[src/rtl/dma_rd_pkg.sv]
package dma_rd_pkg;
    typedef enum logic [1:0] {
        ST_IDLE  = 2'd0,
        ST_ARMED = 2'd1,
        ST_DRIVE = 2'd2
    } rd_state_e;
endpackage

[src/rtl/ack_sync.sv]
module ack_sync #(
    parameter int STAGES = 2
) (
    input  logic clk,
    input  logic rst_n,
    input  logic async_in,
    output logic sync_out
);
    logic [STAGES-1:0] chain_q;

    generate
        for (genvar i = 0; i < STAGES; i++) begin : g_stage
            if (i == 0) begin : g_first
                always_ff @(posedge clk or negedge rst_n) begin
                    if (!rst_n) chain_q[0] <= 1'b1;
                    else        chain_q[0] <= async_in;
                end
            end else begin : g_next
                always_ff @(posedge clk or negedge rst_n) begin
                    if (!rst_n) chain_q[i] <= 1'b1;
                    else        chain_q[i] <= chain_q[i-1];
                end
            end
        end
    endgenerate

    assign sync_out = chain_q[STAGES-1];
endmodule

[src/rtl/hold_timer.sv]
module hold_timer #(
    parameter int HOLD_MIN = 2
) (
    input  logic clk,
    input  logic rst_n,
    input  logic clear,
    input  logic run,
    output logic done
);
    localparam int CW = $clog2(HOLD_MIN + 1) + 1;
    logic [CW-1:0] cnt_q;

    assign done = (cnt_q == CW'(HOLD_MIN));

    always_ff @(posedge clk or negedge rst_n) begin
        if (!rst_n)           cnt_q <= '0;
        else if (clear)       cnt_q <= '0;
        else if (run && !done) cnt_q <= cnt_q + 1'b1;
    end
endmodule

[src/rtl/dma_rd_responder.sv]
module dma_rd_responder
    import dma_rd_pkg::*;
#(
    parameter int DATA_W      = 16,
    parameter int SYNC_STAGES = 2,
    parameter int HOLD_MIN    = 2
) (
    input  logic              clk,
    input  logic              rst_n,
    input  logic              async_en,
    input  logic              dma_ack_n,
    output logic              dma_req_n,
    output logic [DATA_W-1:0] bus_data,
    output logic              bus_oe,
    input  logic              src_valid,
    input  logic [DATA_W-1:0] src_data,
    output logic              src_ready
);
    rd_state_e   state_q, state_d;
    logic        ack_s;
    logic        ack_lo;
    logic        hold_done;
    logic        take_word, start_drive, release_bus;
    logic [DATA_W-1:0] word_q;

    ack_sync #(.STAGES(SYNC_STAGES)) u_sync (
        .clk(clk), .rst_n(rst_n), .async_in(dma_ack_n), .sync_out(ack_s)
    );
    assign ack_lo = ~ack_s;

    hold_timer #(.HOLD_MIN(HOLD_MIN)) u_timer (
        .clk(clk), .rst_n(rst_n),
        .clear(start_drive), .run(state_q == ST_DRIVE), .done(hold_done)
    );

    assign src_ready   = (state_q == ST_IDLE) && async_en;
    assign take_word   = src_ready && src_valid;
    assign start_drive = (state_q == ST_ARMED) && ack_lo;
    assign release_bus = (state_q == ST_DRIVE) && hold_done && !ack_lo;

    always_comb begin
        state_d = state_q;
        unique case (state_q)
            ST_IDLE:  if (take_word)   state_d = ST_ARMED;
            ST_ARMED: if (start_drive) state_d = ST_DRIVE;
            ST_DRIVE: if (release_bus) state_d = ST_IDLE;
            default:                   state_d = ST_IDLE;
        endcase
    end

    always_ff @(posedge clk or negedge rst_n) begin
        if (!rst_n) state_q <= ST_IDLE;
        else        state_q <= state_d;
    end

    always_ff @(posedge clk or negedge rst_n) begin
        if (!rst_n) begin
            word_q    <= '0;
            bus_data  <= '0;
            bus_oe    <= 1'b0;
            dma_req_n <= 1'b1;
        end else begin
            if (take_word) begin
                word_q    <= src_data;
                dma_req_n <= 1'b0;
            end
            if (start_drive) begin
                bus_data  <= word_q;
                bus_oe    <= 1'b1;
                dma_req_n <= 1'b1;
            end
            if (release_bus) bus_oe <= 1'b0;
        end
    end

    AST_OE_REQ_EXCL: assert property (@(posedge clk) disable iff (!rst_n)
        bus_oe |-> dma_req_n);
    AST_DATA_STABLE: assert property (@(posedge clk) disable iff (!rst_n)
        (bus_oe && $past(bus_oe)) |-> $stable(bus_data));
    AST_MIN_HOLD: assert property (@(posedge clk) disable iff (!rst_n)
        $fell(bus_oe) |-> $past(hold_done));
    AST_HOLD_WHILE_ACK: assert property (@(posedge clk) disable iff (!rst_n)
        (bus_oe && ack_lo) |=> bus_oe);
    AST_REQ_NEEDS_MODE: assert property (@(posedge clk) disable iff (!rst_n)
        $fell(dma_req_n) |-> $past(async_en));
endmodule

[config.mk]
export PLATFORM = sky130hd
export DESIGN_NAME = dma_rd_responder
export DESIGN_NICKNAME = d
export VERILOG_FILES = /design/src/rtl/dma_rd_pkg.sv /design/src/rtl/ack_sync.sv /design/src/rtl/hold_timer.sv /design/src/rtl/dma_rd_responder.sv
export SDC_FILE = /design/constraint.sdc
export NUM_CORES = 1
export LEC_CHECK = 0
export ABC_CLOCK_PERIOD_IN_PS = 2550
export BUFFER_PORTS_ARGS = -buffer_cell sky130_fd_sc_hd__buf_2
export CAP_MARGIN = 20
export CORE_MARGIN = 3
export CORE_UTILIZATION = 42
export CTS_CLUSTER_SIZE = 20
export DETAILED_ROUTE_END_ITERATION = 16
export PLACE_DENSITY_LB_ADDON = 0.08
export REMOVE_ABC_BUFFERS = 1
export SYNTH_ARGS = -nofsm -noshare
export SYNTH_HDL_FRONTEND = slang
export SYNTH_HIERARCHICAL = 1
export SYNTH_SLANG_ARGS = --single-unit
[constraint.sdc]
create_clock -name clk -period 2.55 [get_ports clk]
set_input_delay 0.1275 -clock clk [delete_from_list [all_inputs] [get_ports clk]]
set_output_delay 0.1275 -clock clk [all_outputs]
set_load 0.01 [all_outputs]
==> results, run 1 <==
- After detailed routing, the total wire length is 2920 um.
- The synthesis warning total is 6.
- The data arrival time of the critical path is 1950 ps.
- The number of global-route vias before repair is 1,020.
- In this run the number of H-tree levels came out at 2.
- The setup TNS is 0 ps.
- The initial antenna violation count came to 0.
- The number of antenna diodes in the final layout is 0.
- The hold slack is 64.2 ps.
- The worst reg-to-reg setup slack is 780 ps.
- The worst min-delay path class is in2reg.
- The core region is 0.00377 mm^2.
- The total standard cell area after synthesis is 0.00170 mm^2.
- The share of cells above drive strength 1 is 58.4%.
- Setup repair after global routing left no endpoint under its margin.
- Counting flops and latches in the post-synthesis netlist gives 41.
- During I/O placement, the number of pins put on the boundary was 40.
- The count of cell types in the netlist is 23.
- The area of the multi-input gates is 642 um^2.
- The final layout contains 176 nets.
- TritonCTS built the clock tree.
- Summing all placed instances gives a cell area of 0.00197 mm^2.
- The count of final max-slew check failures is 0.
- Each instance of the synthesized netlist takes up on average 15.9 um^2.
- The die area is 0.00485 mm^2.
- After layout, the minimum clock period comes to 1770 ps.
- The starting DRC count in detailed routing is 26.
- STA classifies the critical path endpoint as a flop.
- STA classifies the critical path startpoint as a flop.
- The flow ran to the end, and the final reports show no timing, DRC or antenna violations.
- The worst-case vdd ir drop is 0.000633 V.
- Dividing total power by cell area gives a power density of 1150 mW/mm^2.
- The worst register-to-register path ends at bus_data[9].
- The area of all placed cells without fillers is 0.00207 mm^2.
- The overall die height is 69.6 um.
- After detailed routing, the number of remaining DRC violations is 0.
- The combined global-route utilization of all metal layers is 13.2%.
- The register area share after synthesis is 60.6%.
- The pin slew with the least headroom to its limit is 870 ps.
- The die is 69.6 um wide.
- The count of nets left with antenna violations once routing finished came out at 0.
- The worst slew margin relative to its limit is 42.0%.
- In this run the core area contains 22 standard-cell rows.
- The wire length of the first global-routing pass is 4980 um.
- Entering global routing, the biggest net connects 42 pins.
- The number of cell instances on the worst register-to-register path is 3.
- Dividing the detail-routed wire length by the instance count gives 14.5 um.
- The worst hold path stage count is 2.
- The final setup violation count is 0.
- The filler-free cell count of the finished design is 202.
- The kind of critical path is reg2reg.
- OpenSTA, run right after detailed placement, puts the worst setup slack at 785 ps.
- Routability-driven placement finished with a final weighted congestion of 0.678.
- Clock latency on the worst-skew pair, taken at its later pin, is 290 ps.
- The count of port buffers added during placement is 39.
- Setup slack on the critical path of the routed design comes to 779 ps.
- Once the floorplan was initialized, standard cells occupied 45.1% of the core.
- The post-cts gate resize count is 0.
- Between clock sinks in the finished design, the worst skew comes to 3.09 ps.
- Global routing finished with a remaining overflow of 0.
- Clock-pin slew was measured on the worst setup and hold paths at 70 ps.
- The maximum achievable frequency is 0.565 GHz.
- The deepest clock path buffer count is 2.
- Counting the fill cells in the layout gives 332.
- Counting every instance in the synthesized netlist gives 107.
- The sink of the worst hold path is word_q[14].
- The detailed-router iteration count before antenna repair is 4.
- In the routed layout, each cell is associated on average with a via count of 4.84.
- The part of the cycle the worst path needs is 69.4%.
- The worst hold path begins at src_data[14].
- STA puts the critical path data required time at 2730 ps.
- CTS saw 41 sinks.
- The hold violation count in the final report was 0.
- Summing all flip-flop and latch instances after layout gives 0.00103 mm^2.
- Power comes to 2.38 mW.
- The HPWL after detailed placement is 2030 um.
- The routed layout has 977 vias.
- In this run the static leakage power is 0.976 nW.
- The cell count after placement is 192.
- The maximum fanout along the worst path is 15.
- Across the run, the number of max-cap violations was 0.
- The post-layout utilization of the core is 55.0%.
- The TritonCTS buffer count is 5.
- The cell sitting at the root of the clock tree is a clkbuf_8.
- Relative to the synthesized area, the layout overhead comes to 21.9%.
- The worst flop-to-flop path startpoint is state_q[0].
-- cell usage after synthesis --
library cell | number | area, um^2
buf_12 | 1 | 20.0
a21o_1 | 1 | 7.51
nor2b_4 | 2 | 27.5
nor3_1 | 1 | 5.00
nor3b_2 | 1 | 12.5
mux2_4 | 11 | 165
dfstp_2 | 3 | 78.8
dfrtp_1 | 38 | 951
nor2_1 | 6 | 22.5
nor3b_1 | 1 | 7.51
a211o_1 | 1 | 8.76
mux2i_1 | 1 | 10.0
a21oi_1 | 1 | 5.00
nand2_1 | 3 | 11.3
inv_1 | 1 | 3.75
mux2_2 | 23 | 259
o21ba_2 | 1 | 10.0
nor4bb_1 | 1 | 10.0
nor2b_1 | 3 | 18.8
nand3b_1 | 2 | 15.0
buf_6 | 1 | 11.3
ha_1 | 2 | 25.0
buf_4 | 2 | 15.0
-- logic make-up after synthesis --
logic type                 share of synthesized area, %
DFF                                                60.6
muxes                                              25.5
and+or+nand+nor                                    7.65
buffers and inverters                              2.94
AOI/OAI and AO/OA                                  1.84
adders and majority gates                          1.47
-- worst max-delay path, cell delays in order, from the launching register on --
cell     delay [ps]
dfrtp_1         500
nor3b_4         580
buf_12          230
mux2_2          340
-- cell usage in the layout (no fill, tap or decap) --
cell type	n
a211o_1	1
a21o_1	1
a21oi_1	1
buf_12	2
buf_2	39
clkbuf_1	1
clkbuf_8	5
clkinv_2	2
dfrtp_1	38
dfstp_2	3
dlygate4sd3_1	2
ha_1	2
inv_1	1
mux2_2	23
mux2_4	11
mux2i_1	1
nand2_1	3
nand3b_1	2
nor2_1	6
nor2b_1	3
nor2b_4	2
nor3_1	1
nor3b_1	1
nor3b_4	1
nor4bb_4	1
o21ba_2	1
-- area by class of cell --
cell class | instances | area share, %
Sequential cell | 41 | 49.7
Tap cell | 48 | 2.90
Clock buffer | 6 | 3.50
Clock inverter | 2 | 0.483
Multi-Input combinational cell | 61 | 31.0
Timing Repair Buffer | 43 | 12.3
Inverter | 1 | 0.181
-- state kept, by name, indices dropped and copies added, names as in the netlist --
register / cells
state_q: 2
bus_oe: 1
u_sync/sync_out: 1
u_sync/chain_q: 1
u_timer/cnt_q: 3
dma_req_n: 1
bus_data: 16
word_q: 16
-- metal layers --
metal | track usage (%) | vias up | routed length, um
li1 | - | 464 | -
met1 | 17.2 | 479 | 1370
met2 | 19.5 | 28 | 1330
met3 | 4.93 | 6 | 162
met4 | 6.38 | 0 | 60
met5 | 0 | - | 0
-- worst max-delay path by stage --
stage	start	end	slack (ps)	cells past startpoint
4_1_cts	state_q[0]	bus_data[9]	760	3
3_3_place_gp	state_q[0]	bus_data[2]	810	3
6_report	state_q[0]	bus_data[9]	780	3
3_5_place_dp	state_q[0]	bus_data[9]	790	3
5_1_grt	state_q[0]	bus_data[2]	680	3
2_1_floorplan	state_q[1]	word_q[0]	-690	2
-- timing repair --
item	in CTS	in global routing
setup buffers	0	0
endpoints found under the hold margin	39	0
hold buffers	2	0
-- power breakdown --
part           total [mW]  internal (mW)  switching [mW]
Clock               0.402          0.190           0.212
Combinational       0.840          0.518           0.322
Sequential           1.13          0.955           0.179
(Power assumes the default switching activity.)
==> inputs of run 2 (changes only) <==
ABC_CLOCK_PERIOD_IN_PS = 1850   (was 2550)
clock period = 1.85 ns   (was 2.55 ns; I/O delays follow)
==> run 2 against run 1 <==
  * Sequential power increased by 38%
  * Hold slack got worse by 30 ps
  * Fmax increased by 15%
  * Sequential share of layout area decreased by 1.1 points
  * Clock power increased by 81%
  * Critical path depth unchanged
  * Cell area increased by 2.4%
  * Power increased by 45%
  * Cell count increased by 0.99%
  * Register-to-register slack got worse by 470 ps
==> results, run 2 (synthesis results as in run 1) <==
- Outcome: completed (unchanged).
- Commonest cells after routing, fill and taps aside: 39 x buf_2, 38 x dfrtp_1, 23 x mux2_2 (unchanged).
- The initial antenna violation count is 0 (unchanged).
- The clock tree from TritonCTS is yes (unchanged).
- The number of sinks handled by clock tree synthesis is 41 (unchanged).
- The detailed-router iteration count before antenna repair is 2 (was 4).
- The cell at the root of the clock tree was clkbuf_8 (unchanged).
- The number of global-route vias before repair is 1,052 (was 1,020).
- The wire length of the first global-routing pass is 5040 um (was 4980 um).
- The total wire length after detailed routing came to 2910 um (was 2920 um).
- The final setup skew is 3.97 ps (was 3.09 ps).
- The kind of end point of the critical path is a flop (unchanged).
- The start point of the worst hold path was src_data[8] (was src_data[14]).
- The pin slew with the least headroom to its limit is 318 ps (was 870 ps).
- The post-CTS setup-driven buffer insertion count is 0 (unchanged).
- The final setup violation count is 0 (unchanged).
- The deepest clock path buffer count was 2 (unchanged).
- The max capacitance violation total is 0 (unchanged).
- The number of cell instances on the worst register-to-register path is 3 (unchanged).
- RSZ-0062 raised after global routing: no (unchanged).
- Registers with the highest flip-flop counts: bus_data (16), word_q (16), u_timer/cnt_q (3) (unchanged).
- The overall die height came to 69.6 um (unchanged).
- The data arrival time of the critical path is 1710 ps (was 1950 ps).
- The category of the worst setup path launch point is a flop (unchanged).
- The post-CTS clock slew at the launch and capture registers of the worst setup and hold paths is 80 ps (was 70 ps).
- The I/O pin total is 40 (unchanged).
- The horizontal die dimension is 69.6 um (unchanged).
- The combined global-route utilization of all metal layers is 13.1% (was 13.2%).
- The TritonCTS buffer count came to 5 (unchanged).
- The HPWL after detailed placement is 1980 um (was 2030 um).
- The total via count in the routed design is 999 (was 977).
- The net count reported at finish is 178 (was 176).
- The part of the cycle the worst path needs is 83.4% (was 69.4%).
- The detailed-route vias per instance is 4.90 (was 4.84).
- The most frequent standard cell in the layout excluding fill and tap cells is buf_2 (unchanged).
- The initial core utilization is 45.1% (unchanged).
- The static leakage power is 1.00 nW (was 0.976 nW).
- The remaining number of nets flagged by the antenna check after routing is 0 (unchanged).
- The pre-CTS worst setup slack is 321 ps (was 785 ps).
- The DRC violation count after routing is 0 (unchanged).
- The worst flop-to-flop path startpoint is state_q[1] (was state_q[0]).
- The die area is 0.00485 mm^2 (unchanged).
- The clock latency at the later pin of the worst-skew pair came to 280 ps (was 290 ps).
- The synthesis-to-layout area growth is 24.8% (was 21.9%).
- The final worst setup slack is 307 ps (was 779 ps).
- The maximum achievable frequency is 0.648 GHz (was 0.565 GHz).
- The post-cts gate resize count is 0 (unchanged).
- The clock period minus worst slack is 1540 ps (was 1770 ps).
- The floorplan core area is 0.00377 mm^2 (unchanged).
- The starting DRC count in detailed routing came to 38 (was 26).
- The ratio of total power to cell area is 1630 mW/mm^2 (was 1150 mW/mm^2).
- The final weighted congestion of routability-driven global placement is 0.732 (was 0.678).
- The setup TNS is 0 ps (unchanged).
- The residual overflow from global routing is 0 (unchanged).
- The post-layout utilization of the core is 56.3% (was 55.0%).
- The count of port buffers added during placement was 39 (unchanged).
- The worst reg-to-reg setup slack is 310 ps (was 780 ps).
- The endpoint of the lowest-slack register-to-register path is word_q[2] (was bus_data[9]).
- The share of cells above drive strength 1 is 59.0% (was 58.4%).
- The worst min-delay path class is in2reg (unchanged).
- The data required time of the critical path is 2020 ps (was 2730 ps).
- The worst-case vdd ir drop was 0.000801 V (was 0.000633 V).
- The count of final max-slew check failures came to 0 (unchanged).
- The maximum level of the CTS H-tree is 2 (unchanged).
- The maximum number of pins on one net before global-route repair is 42 (unchanged).
- The total of hold buffers inserted after clock tree synthesis is 2 (unchanged).
- The worst setup path startpoint is state_q[1] (was state_q[0]).
- The last element of the critical path is word_q[2] (was bus_data[9]).
- The number of antenna repair diodes is 0 (unchanged).
- The maximum fanout along the worst path came to 17 (was 15).
- The hold violation count in the final report is 0 (unchanged).
- The average wire per cell in the routed design is 14.3 um (was 14.5 um).
- The number of rows in the core area was 22 (unchanged).
- The kind of critical path was reg2reg (unchanged).
- The worst slew margin relative to its limit is 78.8% (was 42.0%).
[run 2: changes by cell type in the layout (fill, tap and decap cells not counted)]
| cell | delta |
|---|---|
| bufinv_16 | +1 |
| clkinv_2 | -2 |
| buf_4 | +2 |
| clkbuf_8 | +1 |
[run 2: area by class of cell]
class	count	area (um^2)
Inverter	1	3.75
Fill cell	331	1650
Multi-Input combinational cell	61	642
Clock buffer	7	86.3
Tap cell	48	60.1
Timing Repair Buffer	45	270
Sequential cell	41	1030
Clock inverter	1	30.0
[run 2: worst min-delay path by stage]
| stage | slack (ps) | endpoint | cells past startpoint |
|---|---|---|---|
| after floorplan | -200 | bus_data[0] | 0 |
| after global placement | 80 | bus_data[5] | 2 |
| after detailed placement | 80 | bus_data[5] | 2 |
| after CTS | 30 | word_q[15] | 2 |
| after global routing | 30 | word_q[3] | 2 |
| final | 30 | word_q[8] | 2 |
[run 2: metrics by stage]
step,hold slack (ps),cell area (um^2),std cells,total power [mW]
after floorplan,-203,1650,103,2.32
after global placement,75.0,1990,194,2.70
after detailed placement,79.9,1990,194,2.76
after CTS,27.7,2120,204,3.51
after global routing,25.9,2120,204,3.69
final,33.8,2120,204,3.45
[run 2: power breakdown]
group	leakage (nW)	switching (mW)	internal, mW
clock network	0.0585	0.289	0.440
logic	0.458	0.446	0.714
registers	0.485	0.248	1.32
[run 2: worst max-delay path: stages (launching register included)]
cell      delay [ps]
dfrtp_1          490
nor4bb_4         370
buf_12           210
mux2_2           340
[run 2: routing by layer]
layer	GRT usage, %	wire [um]	vias to the layer above
met3	3.77	165	6
met5	0	0	-
met4	5.74	40	0
li1	-	-	466
met1	17.3	1330	500
met2	20.0	1370	27
==> inputs of run 3 (changes only) <==
ABC_AREA = 1   (was unset)
ABC_CLOCK_PERIOD_IN_PS = 1300   (was 1850)
clock period = 1.3 ns   (was 1.85 ns; I/O delays follow)
==> run 3 against run 2 <==
  * Cell count is 37% higher
  * Utilization is 1.6 points lower
  * Sequential power is 41% higher
  * Non-clock buffer count is 3 higher
  * Synthesized area is 1.8% higher
  * Critical path depth is 1 lower
  * Clock skew is 1.1 ps lower
  * Wire length is 17% higher
  * Hold slack worse by 2.1 ps
  * Critical endpoint is now src_ready
  * Largest cell class unchanged
  * Largest power group unchanged
  * Highest routed layer unchanged
==> results, run 3 <==
- Outcome: completed (unchanged).
- The routed metal-1 wire length was 1550 um (was 1330 um).
- The cell type of the slowest stage on the worst timing path is dfrtp_2 (was dfrtp_1).
- The number of rows in the core area is 22 (unchanged).
- The final worst setup slack is 115 ps (was 307 ps).
- The floorplan core area came to 0.00383 mm^2 (was 0.00377 mm^2).
- For the finished layout, the period the worst path requires is 1190 ps.
- The die area is 0.00493 mm^2 (was 0.00485 mm^2).
- The count of final max-slew check failures came to 0 (unchanged).
- Registers with the highest flip-flop counts: bus_data (16), word_q (16), u_timer/cnt_q (3) (unchanged).
- The number of sinks handled by clock tree synthesis was 41 (unchanged).
- The maximum fanout along the worst path is 6 (was 17).
- The number of cells produced by synthesis is 187 (was 107).
- The cell with the most instances after synthesis is nand2_1 (was dfrtp_1).
- The worst-case vdd ir drop was 0.00102 V (was 0.000801 V).
- The share of cells above drive strength 1 came to 25.9% (was 59.0%).
- The kind of end point of the critical path is a primary output (was flop).
- The ratio of total power to cell area is 2170 mW/mm^2 (was 1630 mW/mm^2).
- The library cell with the largest summed area after synthesis is dfrtp_1 (unchanged).
- The starting DRC count in detailed routing is 112 (was 38).
- The met3 wire length is 213 um (was 165 um).
- The static leakage power is 1.15 nW (was 1.00 nW).
- The final setup violation count came to 0 (unchanged).
- The number of antenna repair diodes is 0 (unchanged).
- Top cell types by occurrence after synthesis: 63 x nand2_1, 38 x dfrtp_1, 25 x inv_1, 19 x nand4_1, 16 x o21ai_0 (was 38 x dfrtp_1, 23 x mux2_2, 11 x mux2_4, 6 x nor2_1).
- The detailed-router iteration count before antenna repair is 4 (was 2).
- The data arrival time of the critical path was 1120 ps (was 1710 ps).
- The pin slew with the least headroom to its limit is 406 ps (was 318 ps).
- The DRC violation count after routing is 0 (unchanged).
- The deepest clock path buffer count is 2 (unchanged).
- The maximum level of the CTS H-tree is 2 (unchanged).
- The average wire per cell in the routed design was 12.1 um (was 14.3 um).
- Leading post-synthesis cells by cell area: dfrtp_1 55%, nand2_1 14%, nand4_1 6.9%, inv_1 5.4%, o21ai_0 4.6% (was dfrtp_1 56%, mux2_2 15%, mux2_4 9.7%, dfstp_2 4.6%, nor2b_4 1.6%).
- The clock latency at the later pin of the worst-skew pair is 280 ps (about the same).
- The kind of critical path is reg2out (was reg2reg).
- The total standard cell area after synthesis came to 0.00173 mm^2 (was 0.00170 mm^2).
- The cell at the root of the clock tree is clkbuf_8 (unchanged).
- The HPWL after detailed placement is 2450 um (was 1980 um).
- The TritonCTS buffer count came to 5 (unchanged).
- The setup TNS is 0 ps (unchanged).
- The delay of the slowest cell on the worst path is 470 ps (was 490 ps).
- The most frequently used flop master after synthesis is dfrtp_1 (unchanged).
- The post-layout utilization of the core was 54.7% (was 56.3%).
- The remaining number of nets flagged by the antenna check after routing is 0 (unchanged).
- The horizontal die dimension is 70.2 um (was 69.6 um).
- The share of the synthesized area in the top cell type is 55.0% (was 55.9%).
- The I/O pin total is 40 (unchanged).
- The area of all placed cells without fillers came to 0.00209 mm^2 (was 0.00212 mm^2).
- The net count reported at finish is 255 (was 178).
- The pre-CTS worst setup slack is 38.7 ps (was 321 ps).
- Ordered cell list for the critical path: nor3b_1 -> buf_2 (was nor4bb_4 -> buf_12 -> mux2_2).
- The total via count in the routed design is 1,367 (was 999).
- The max capacitance violation total is 0 (unchanged).
- The final weighted congestion of routability-driven global placement is 0.754 (was 0.732).
- The overall die height came to 70.2 um (was 69.6 um).
- The topmost layer with routed signal wires is met4 (unchanged).
- The initial antenna violation count is 0 (unchanged).
- Dividing the final minimum period by the clock period gives 91.2%.
- The worst slew margin relative to its limit is 72.9% (was 78.8%).
- The register area share after synthesis is 59.5% (was 60.6%).
- The count of port buffers added during placement is 39 (unchanged).
- The final setup skew is 2.84 ps (was 3.97 ps).
- RSZ-0062 raised after global routing: no (unchanged).
- Commonest cells after routing, fill and taps aside: 63 x nand2_1, 39 x buf_2, 37 x dfrtp_1 (was 39 x buf_2, 38 x dfrtp_1, 23 x mux2_2).
- The detailed-route vias per instance is 4.88 (was 4.90).
- The number of global-route vias before repair came to 1,360 (was 1,052).
- The post-CTS clock slew at the launch and capture registers of the worst setup and hold paths is 70 ps (was 80 ps).
- The number of register bits inferred by synthesis is 41 (unchanged).
- The synthesis warning total was 6 (unchanged).
- The most frequent standard cell in the layout excluding fill and tap cells is nand2_1 (was buf_2).
- Static timing analysis puts the maximum clock frequency at 0.844 GHz.
- The clock tree from TritonCTS is yes (unchanged).
- The count of cell types in the netlist came to 16 (was 23).
- The synthesis-to-layout area growth is 21.0% (was 24.8%).
- The maximum number of pins on one net before global-route repair was 27 (was 42).
- The data required time of the critical path was 1240 ps (was 2020 ps).
- The hold violation count in the final report is 0 (unchanged).
- The residual overflow from global routing is 0 (unchanged).
- The category of the worst setup path launch point is a flop (unchanged).
- The wire length of the first global-routing pass was 5880 um (was 5040 um).
- The initial core utilization is 45.2% (was 45.1%).
- The post-synthesis area per instance is 9.25 um^2 (was 15.9 um^2).
- The wire length on met2 is 1590 um (was 1370 um).
- The share of flip-flops with an asynchronous set or reset was 100% (unchanged).
- The combined global-route utilization of all metal layers is 15.0% (was 13.1%).
- The worst min-delay path class is in2reg (unchanged).
- The standard cell area after detailed placement was 0.00198 mm^2 (was 0.00199 mm^2).
- The number of enable flip-flop cells after synthesis came to 0 (unchanged).
- The total wire length after detailed routing is 3400 um (was 2910 um).
run 3: changes by cell type after synthesis, moves of 3 or more:
| cell | delta |
|---|---|
| inv_1 | +24 |
| o21ai_0 | +16 |
| nor2b_1 | -3 |
| nand3_1 | +5 |
| buf_2 | +6 |
| nand2_1 | +60 |
| mux2_4 | -11 |
| mux2_2 | -23 |
| nor2_1 | -4 |
| nand4_1 | +19 |
run 3: through the flow:
| step | cells | hold WS (ps) | power (mW) |
|---|---|---|---|
| floorplan | 177 | -231 | 3.10 |
| global placement | 271 | 12.5 | 3.68 |
| detailed placement | 271 | 15.5 | 3.76 |
| CTS | 280 | 27.4 | 4.58 |
| global route | 280 | 22.5 | 4.98 |
| finish | 280 | 31.6 | 4.54 |
run 3: layer usage:
metal / up-vias / global-route usage [%]
li1: 683 / -
met1: 640 / 19.1
met2: 38 / 24.4
met3: 6 / 4.17
met4: 0 / 5.11
met5: - / 0
run 3: critical path: cells and delay by family (launching register included):
family        cells  cell delay [ps]
flops             1              470
simple gates      1              200
buf+inv           1              170
run 3: kinds of logic (layout without fill, tap and decap cells):
logic type	Yosys count	count (layout)	share of synthesized area, %
DFF	41	41	59.5
and+or+nand+nor	93	93	25.1
AOI/OAI and AO/OA	16	16	4.63
buffers and inverters	35	80	9.33
adders and majority gates	2	2	1.45
run 3: timing repair:
item | in CTS | in global routing
endpoints found under the setup margin | 0 | 3
gates resized for setup | 0 | 2
hold buffers | 2 | 0
buffers inserted | 0 | 0
endpoints found under the hold margin | 13 | 0
run 3: worst paths after layout:
path / start / end / slack [ps] / cells past startpoint
min reg2reg: u_sync/chain_q[0] / u_sync/sync_out / 360 / 0
min in group asynchronous: rst_n / word_q[13] / 250 / 2
max: state_q[0] / src_ready / 110 / 2
max in group asynchronous: rst_n / bus_data[9] / 580 / 3
max reg2reg: u_timer/cnt_q[0] / state_q[1] / 130 / 7
min: src_data[3] / word_q[3] / 30 / 3
run 3: final cells by class:
class	count	area, um^2
clock buffer	7	86.3
timing repair buffer	48	280
fill	360	1730
tap	48	60.1
inverter	25	93.8
multi-input combinational	111	542
sequential	41	1030
run 3: where the power goes:
group,switching [mW],internal [mW],total (mW)
combinational,0.892,0.635,1.53
clock,0.389,0.421,0.810
sequential,0.334,1.87,2.20
total,1.62,2.92,4.54
